`src/rtl/convtrk_pkg.sv`:
```
package convtrk_pkg;

    typedef enum logic [2:0] {
        HIST_EMPTY,
        HIST_UP_MOVED,
        HIST_UP_PINNED,
        HIST_DN_MOVED,
        HIST_DN_PINNED
    } hist_e;

endpackage

```
`src/rtl/convtrk_guard.sv`:
```
module convtrk_guard #(
    parameter int GUARD_CYC = 4
) (
    input  logic clk,
    input  logic rst_n,
    input  logic eoc,
    output logic deoc_rise
);

    logic [1:0]           sync_q;
    logic [GUARD_CYC-1:0] dly_q;
    logic                 last_q;

    always_ff @(posedge clk or negedge rst_n) begin
        if (!rst_n) begin
            sync_q <= '0;
            dly_q  <= '0;
            last_q <= 1'b0;
        end else begin
            sync_q   <= {sync_q[0], eoc};
            dly_q[0] <= sync_q[1];
            for (int i = 1; i < GUARD_CYC; i++) begin
                dly_q[i] <= dly_q[i-1];
            end
            last_q <= dly_q[GUARD_CYC-1];
        end
    end

    assign deoc_rise = dly_q[GUARD_CYC-1] & ~last_q;

endmodule

```
`src/rtl/convtrk_phase.sv`:
```
module convtrk_phase #(
    parameter int GUARD_CYC = 4
) (
    input  logic clk,
    input  logic rst_n,
    input  logic wake,
    input  logic samp,
    input  logic deoc_rise,
    output logic det_stb,
    output logic upd_stb,
    output logic slow
);

    localparam int BLANK = GUARD_CYC + 2;
    localparam int CW    = $clog2(BLANK + 1);

    logic          samp_q;
    logic          div2_q;
    logic          div4_q;
    logic          seen_q;
    logic [CW-1:0] blank_q;
    logic          samp_rise;

    assign samp_rise = samp & ~samp_q;

    always_ff @(posedge clk or negedge rst_n) begin
        if (!rst_n) begin
            samp_q  <= 1'b0;
            div2_q  <= 1'b0;
            div4_q  <= 1'b0;
            seen_q  <= 1'b0;
            blank_q <= '0;
        end else begin
            samp_q <= samp;
            if (wake) begin
                div2_q  <= 1'b0;
                div4_q  <= 1'b0;
                seen_q  <= 1'b0;
                blank_q <= '0;
            end else if (samp_rise) begin
                div2_q  <= ~div2_q;
                if (div2_q) div4_q <= ~div4_q;
                seen_q  <= 1'b0;
                blank_q <= CW'(BLANK);
            end else begin
                if (blank_q != '0) blank_q <= blank_q - 1'b1;
                if (deoc_rise && blank_q == '0) seen_q <= 1'b1;
            end
        end
    end

    assign det_stb = samp_rise & div2_q & ~wake;
    assign upd_stb = det_stb & div4_q;
    assign slow    = ~seen_q;

    assert_record_cleared_R2: assert property (@(posedge clk) disable iff (!rst_n)
        (samp_rise && !wake) |=> !seen_q);

endmodule

```
`src/rtl/convtrk_lock.sv`:
```
module convtrk_lock
    import convtrk_pkg::*;
(
    input  logic clk,
    input  logic rst_n,
    input  logic wake,
    input  logic upd_stb,
    input  logic step_up,
    input  logic moved,
    output logic locked
);

    hist_e state_q, state_d;
    logic  prev_up, prev_dn, prev_moved;

    always_ff @(posedge clk or negedge rst_n) begin
        if (!rst_n) state_q <= HIST_EMPTY;
        else        state_q <= state_d;
    end

    always_comb begin
        state_d = state_q;
        if (wake) begin
            state_d = HIST_EMPTY;
        end else if (upd_stb) begin
            if (step_up) state_d = moved ? HIST_UP_MOVED : HIST_UP_PINNED;
            else         state_d = moved ? HIST_DN_MOVED : HIST_DN_PINNED;
        end
    end

    always_comb begin
        prev_up    = 1'b0;
        prev_dn    = 1'b0;
        prev_moved = 1'b0;
        unique case (state_q)
            HIST_EMPTY:     ;
            HIST_UP_MOVED:  begin prev_up = 1'b1; prev_moved = 1'b1; end
            HIST_UP_PINNED: prev_up = 1'b1;
            HIST_DN_MOVED:  begin prev_dn = 1'b1; prev_moved = 1'b1; end
            HIST_DN_PINNED: prev_dn = 1'b1;
            default:        ;
        endcase
    end

    always_ff @(posedge clk or negedge rst_n) begin
        if (!rst_n) begin
            locked <= 1'b0;
        end else if (wake) begin
            locked <= 1'b0;
        end else if (upd_stb) begin
            if ((prev_up && step_up) || (prev_dn && !step_up)) locked <= 1'b0;
            else if (prev_moved && moved)                      locked <= 1'b1;
        end
    end

    assert_lock_only_at_update_R10: assert property (@(posedge clk) disable iff (!rst_n)
        (!upd_stb && !wake) |=> $stable(locked));

    assert_lock_needs_move_R9: assert property (@(posedge clk) disable iff (!rst_n)
        locked |-> (state_q == HIST_UP_MOVED || state_q == HIST_DN_MOVED));

endmodule

```
`src/rtl/convtime_tracker.sv`:
```
module convtime_tracker #(
    parameter int  TW        = 4,
    parameter int  GUARD_CYC = 4,
    localparam int BW        = $clog2(TW + 1)
) (
    input  logic          clk,
    input  logic          rst_n,
    input  logic          wake,
    input  logic          samp,
    input  logic          eoc,
    output logic [TW-1:0] therm,
    output logic [BW-1:0] bin,
    output logic          slow_flag,
    output logic          locked
);

    logic          deoc_rise;
    logic          det_stb;
    logic          upd_stb;
    logic          slow;
    logic [TW-1:0] therm_nx;
    logic          moved;

    convtrk_guard #(.GUARD_CYC(GUARD_CYC)) u_guard (
        .clk       (clk),
        .rst_n     (rst_n),
        .eoc       (eoc),
        .deoc_rise (deoc_rise)
    );

    convtrk_phase #(.GUARD_CYC(GUARD_CYC)) u_phase (
        .clk       (clk),
        .rst_n     (rst_n),
        .wake      (wake),
        .samp      (samp),
        .deoc_rise (deoc_rise),
        .det_stb   (det_stb),
        .upd_stb   (upd_stb),
        .slow      (slow)
    );

    convtrk_lock u_lock (
        .clk     (clk),
        .rst_n   (rst_n),
        .wake    (wake),
        .upd_stb (upd_stb),
        .step_up (slow),
        .moved   (moved),
        .locked  (locked)
    );

    assign therm_nx = slow ? {therm[TW-2:0], 1'b1} : {1'b0, therm[TW-1:1]};
    assign moved    = (therm_nx != therm);

    always_ff @(posedge clk or negedge rst_n) begin
        if (!rst_n) begin
            therm     <= '1;
            slow_flag <= 1'b0;
        end else if (wake) begin
            therm     <= '1;
            slow_flag <= 1'b0;
        end else begin
            if (upd_stb) therm     <= therm_nx;
            if (det_stb) slow_flag <= slow;
        end
    end

    always_comb begin
        bin = '0;
        for (int i = 0; i < TW; i++) begin
            bin = bin + BW'(therm[i]);
        end
    end

    assert_wake_init_R1: assert property (@(posedge clk) disable iff (!rst_n)
        wake |=> (therm == '1 && !locked && !slow_flag));

    assert_hold_between_R4: assert property (@(posedge clk) disable iff (!rst_n)
        (!upd_stb && !wake) |=> $stable(therm));

    assert_single_step_R5: assert property (@(posedge clk) disable iff (!rst_n)
        !wake |=> ($countones(therm ^ $past(therm)) <= 1));

    assert_therm_shape_R5: assert property (@(posedge clk) disable iff (!rst_n)
        ((therm & (therm + 1'b1)) == '0));

    assert_top_saturate_R6: assert property (@(posedge clk) disable iff (!rst_n)
        (upd_stb && slow && therm == '1) |=> (therm == '1));

endmodule

```
`config.mk`:
```
export PLATFORM = sky130hd
export DESIGN_NAME = convtime_tracker
export DESIGN_NICKNAME = d
export VERILOG_FILES = /design/src/rtl/convtrk_pkg.sv /design/src/rtl/convtrk_guard.sv /design/src/rtl/convtrk_phase.sv /design/src/rtl/convtrk_lock.sv /design/src/rtl/convtime_tracker.sv
export SDC_FILE = /design/constraint.sdc
export NUM_CORES = 1
export LEC_CHECK = 0
export CAP_MARGIN = 10
export CORE_MARGIN = 2
export CORE_UTILIZATION = 64
export CTS_CLUSTER_DIAMETER = 200
export CTS_CLUSTER_SIZE = 30
export DETAILED_ROUTE_END_ITERATION = 6
export DONT_BUFFER_PORTS = 1
export GPL_TIMING_DRIVEN = 1
export HOLD_SLACK_MARGIN = 0.08
export PLACE_DENSITY_LB_ADDON = 0.25
export SLEW_MARGIN = 40
export SYNTH_ARGS = -nofsm -noshare
export SYNTH_HDL_FRONTEND = slang
export SYNTH_HIERARCHICAL = 1
export SYNTH_SLANG_ARGS = --single-unit
```
`constraint.sdc`:
```
create_clock -name clk -period 4.2 [get_ports clk]
set_input_delay 1.05 -clock clk [delete_from_list [all_inputs] [get_ports clk]]
set_output_delay 1.05 -clock clk [all_outputs]
set_load 0.01 [all_outputs]
```
== Yosys cells after proc, flatten, opt, wreduce, memory -nomap -nowiden ==
Cells that the tools add are included.

* Equal/unequal tests: 5
* Reductions and logical operators: 19
* Bitwise gates (word level): 11
* Multiplexer cells: 28
* $add $sub $neg: 4

{| class="wikitable"
|+ Operator list
! cell !! count
|-
| 3-bit 2-to-1 mux || 7
|-
| 1-bit 2-to-1 mux || 17
|-
| 4-bit 2-to-1 mux || 3
|-
| 3-bit nonzero test || 4
|-
| 2-bit nonzero test || 4
|-
| 3-bit by 2-bit == test with 1-bit output (second input constant) || 2
|-
| 1-bit NOT || 6
|-
| 2-bit OR reduction || 3
|-
| 1-bit bitwise AND || 5
|-
| 1-bit logical AND || 4
|-
| 4-bit != test || 1
|-
| 2-bit AND reduction || 2
|-
| 2-bit by 1-bit adder with 3-bit output || 1
|-
| 3-bit by 1-bit adder with 3-bit output || 1
|-
| 3-bit by 1-bit == test with 1-bit output (second input constant) || 1
|-
| 3-bit == test (second input constant) || 1
|-
| 3-bit logical NOT || 1
|-
| 3-bit by 1-bit subtractor with 3-bit output (second input constant) || 1
|-
| 1-bit by 1-bit adder with 2-bit output || 1
|-
| 2-bit 2-to-1 mux || 1
|-
| 1-bit logical OR || 1
|}

* Input port bits: 5
* Flip-flop bits (word level): 23
* Word-level logic and storage cells: 79
* Output and inout port bits: 9

== Longest topological paths before layout ==
* Depth in word-level cells: 8
* Gate-level depth with buffers: 8
* Gate-level depth less buffers: 7

== Modules after synthesis ==
Netlist, hierarchy kept.

{| class="wikitable"
|+ By module, submodules not included
! module !! cells an instance !! instances !! sequential area each (um^2) !! area each (um^2)
|-
| convtrk_phase || 32 || 1 || 175.2 || 340.3
|-
| convtime_tracker || 31 || 1 || 130.1 || 319.1
|-
| convtrk_lock || 21 || 1 || 100.1 || 230.2
|-
| convtrk_guard || 8 || 1 || 175.2 || 188.9
|}

== Worst setup path before layout ==
No wires, ideal clock.

* Kind: register to output
* From: register therm[0]
* To: output bin[1]
* Required time: 3.150 ns
* Cell stages (with the launch flop): 6
* Path slack: 1.485 ns
* Arrival time: 1.665 ns
* Buffers on the path: 0
* Path through: dfstp_2 -> inv_1 -> fa_1 -> inv_1 -> ha_1 -> ha_1

* Word-level cells in the longest chain between the ends: 3

{| class="wikitable"
|+ Ends and longest elaborated chain
! what !! RTL line !! text
|-
| from (decl) || convtime_tracker.sv:11 || <nowiki>output logic [TW-1:0] therm,</nowiki>
|-
| from (signal assigned) || convtime_tracker.sv:63 || <nowiki>if (upd_stb) therm <= therm_nx;</nowiki>
|-
| 1-bit by 1-bit adder with 2-bit output || convtime_tracker.sv:71 || <nowiki>bin = bin + BW'(therm[i]);</nowiki>
|-
| 2-bit by 1-bit adder with 3-bit output || convtime_tracker.sv:71 ||
|-
| 3-bit by 1-bit adder with 3-bit output || convtime_tracker.sv:71 ||
|-
| to (decl) || convtime_tracker.sv:12 || <nowiki>output logic [BW-1:0] bin,</nowiki>
|}

No other way between the ends.

== Final worst setup path ==
Same ends and word-level chain as after synthesis.

==> metrics <==
Routed Antenna Nets 0; max-cap viol count 0; CTS sink cnt 23; outcome finished clean; top cells by count, synth dfrtp_1, inv_1, mux2i_1, nor2_1, ha_1; Syn Area/Cell 11.72 um2; f_max 0.3204 GHz; Data arrival, critical path 2.07 ns; Synth Net Count 103; HPWL after DPL 1.203 mm; share of layout cells above drive strength 1 0.1170; mux contribution to synthesized area 0.07425; Hold WC Path Type flip-flop to flip-flop; Placer Congestion 0.7347; H-tree depth 1; CP max stage delay 0.59 ns; # resized after CTS 0; Buf/Inv on CP 2; Worst Path Required 3.15 ns; Critical-path top delay cell dfstp_2; Total Routing Usage GR 0.2024; delay-heaviest family, CP adder cells; clock root cell clkbuf_4; gr ovfl total 0; max_slew headroom 0.6866; Post-Synth Simple-Gate Area 0.1508; Post-Route WL 1.645 mm; area leader, netlist dfrtp_1; worst-path cell chain inv_1, fa_1, inv_1, ha_1, ha_1; Synth cell types 32; largest net degree at the start of global routing 24; vias in the first global route 673; final setup violation count 0; top-count cell post-synth dfrtp_1; CTS tree built; max-slew violations 0; largest family of logic cells by synthesized area simple AND/OR/NAND/NOR gates; Clock Latency Late Sink 0.31 ns; DR pass1 iterations 4; Clk pin slew, worst setup/hold paths 0.12 ns; xor/xnor share of the synthesized area 0.03248; final period utilization 0.7432; fin nets 106; Synth-to-Final Area Change 3.248%; first-pass GRT wire length 2.870 mm; Post-Syn Instances 92; maximum vdd ir drop 0.3322 mV; final setup margin 1.078 ns; CP Capture Type primary output; Final Critical Period 3.122 ns; I/O Buffers 0; DIE AREA 2030 um2; # IOs 14; Final Hold Viols 0; die height 45.05 um; CP Class flip-flop to primary output; main flop type after synthesis dfrtp_1; Final Skew 0.006317 ns; Synth Area in Compound Gates 0.07193; final routed DRC violation total 0; EDFF count, synth 0; pwr/cell area 410.7 nW/um2; post-synthesis register bit count 23; die span in x 45.05 um; Initial DRC Count 12; FP Rows 14; top post-synthesis cells by area dfrtp_1, dfstp_2, mux2i_1; core area 1541 um2; R2R depth 5; Worst path depth 5; leakage 0.5210 nW; Layout fillers 113; initial antenna violation count 0; average wire per standard cell 14.95 um; post-synthesis cell area 1079 um2; hold_buf cts 0; vias per std cell 6.109; RSZ-0062 raised after global routing false; starting density of the core 0.6997; Worst Setup Start Kind flip-flop; clk buf depth 2; post-synth top area share 0.4408; post-route setup TNS 0 ns; hold depth 0; clock buffer count from CTS 3; post-synthesis adder-cell area fraction 0.07657; pre-CTS setup slack 1.423 ns; Vias 672; Slew @ Worst Pin 0.4701 ns; Post-CTS Repair Setup Buffers 0; Yosys warning count 6; async set or reset register ratio after synthesis 1.000; Seq/Total Area, Yosys 0.5383; Antenna diodes 0; final core utilization 0.7224; critical path peak fanout 3
final cells by class:
class                      count  area, um2  area share
clock buffer                   3      22.52     0.02022
clock inverter                 1      7.507    0.006742
inverter                      12      45.04     0.04045
multi-input combinational     55      437.9      0.3933
sequential                    23      580.6      0.5213
tap                           16      20.02     0.01798
cells in the final DEF, fill, tap and decap left out, types with 2 or more instances in the layout:
cell	count
dfrtp_1	19
inv_1	12
mux2i_1	8
nor2_1	8
ha_1	5
nor3_1	4
a21oi_1	4
dfstp_2	4
clkbuf_4	3
o211ai_1	2
nor2b_4	2
xor2_1	2
xnor2_1	2
report_power, final:
| part | internal, mW | total, mW | switching [mW] |
|---|---|---|---|
| clock network | 0.0363 | 0.101 | 0.0643 |
| registers | 0.241 | 0.252 | 0.0110 |
| logic | 0.0529 | 0.105 | 0.0520 |
| total | 0.330 | 0.457 | 0.127 |
sequential cells by signal (all words and copies together) (netlist names):
name / cells
u_phase/div4_q: 1
u_guard/sync_q: 2
u_guard/dly_q: 4
slow_flag: 1
u_lock/locked: 1
u_phase/seen_q: 1
u_phase/samp_q: 1
u_phase/blank_q: 3
u_lock/state_q: 3
u_phase/div2_q: 1
therm: 4
u_guard/last_q: 1
path summary, 6_finish.rpt:
check / to / slack, ns / start
min: u_guard/dly_q[0] / 0.37 / u_guard/sync_q[1]
max: bin[1] / 1.08 / therm[0]
min in group asynchronous: u_phase/samp_q / 0.41 / rst_n
max in group asynchronous: therm[1] / 3.61 / rst_n
max reg2reg: u_lock/locked / 2.34 / u_phase/samp_q
min reg2reg: u_guard/dly_q[0] / 0.37 / u_guard/sync_q[1]
per-stage QoR:
stage          instances  hold WS [ns]  cell area (um2)  power (mW)
2_1_floorplan         92        0.3312             1079      0.3451
6_report             110        0.3676             1114      0.4574
4_1_cts              110        0.3702             1114      0.4647
3_3_place_gp         106        0.3327             1084      0.3550
3_5_place_dp         106        0.3378             1084      0.3608
5_1_grt              110        0.3779             1114      0.4927
cells by family (layout without fill, tap and decap cells):
kind of cell | after synthesis | after routing
simple gates | 26 | 26
flops | 23 | 23
fa+ha+maj | 6 | 6
buf+inv | 14 | 16
xor+xnor | 4 | 4
compound gates | 11 | 11
mux | 8 | 8
routing by layer:
| metal | part of all wire | vias to the layer above | track usage |
|---|---|---|---|
| met5 | 0 | - | 0 |
| met4 | 0.021 | 0 | 0.08235 |
| met3 | 0.056 | 5 | 0.08000 |
| met2 | 0.47 | 22 | 0.3343 |
| met1 | 0.45 | 328 | 0.2350 |
| li1 | - | 317 | - |
(Power assumes the default switching activity.)
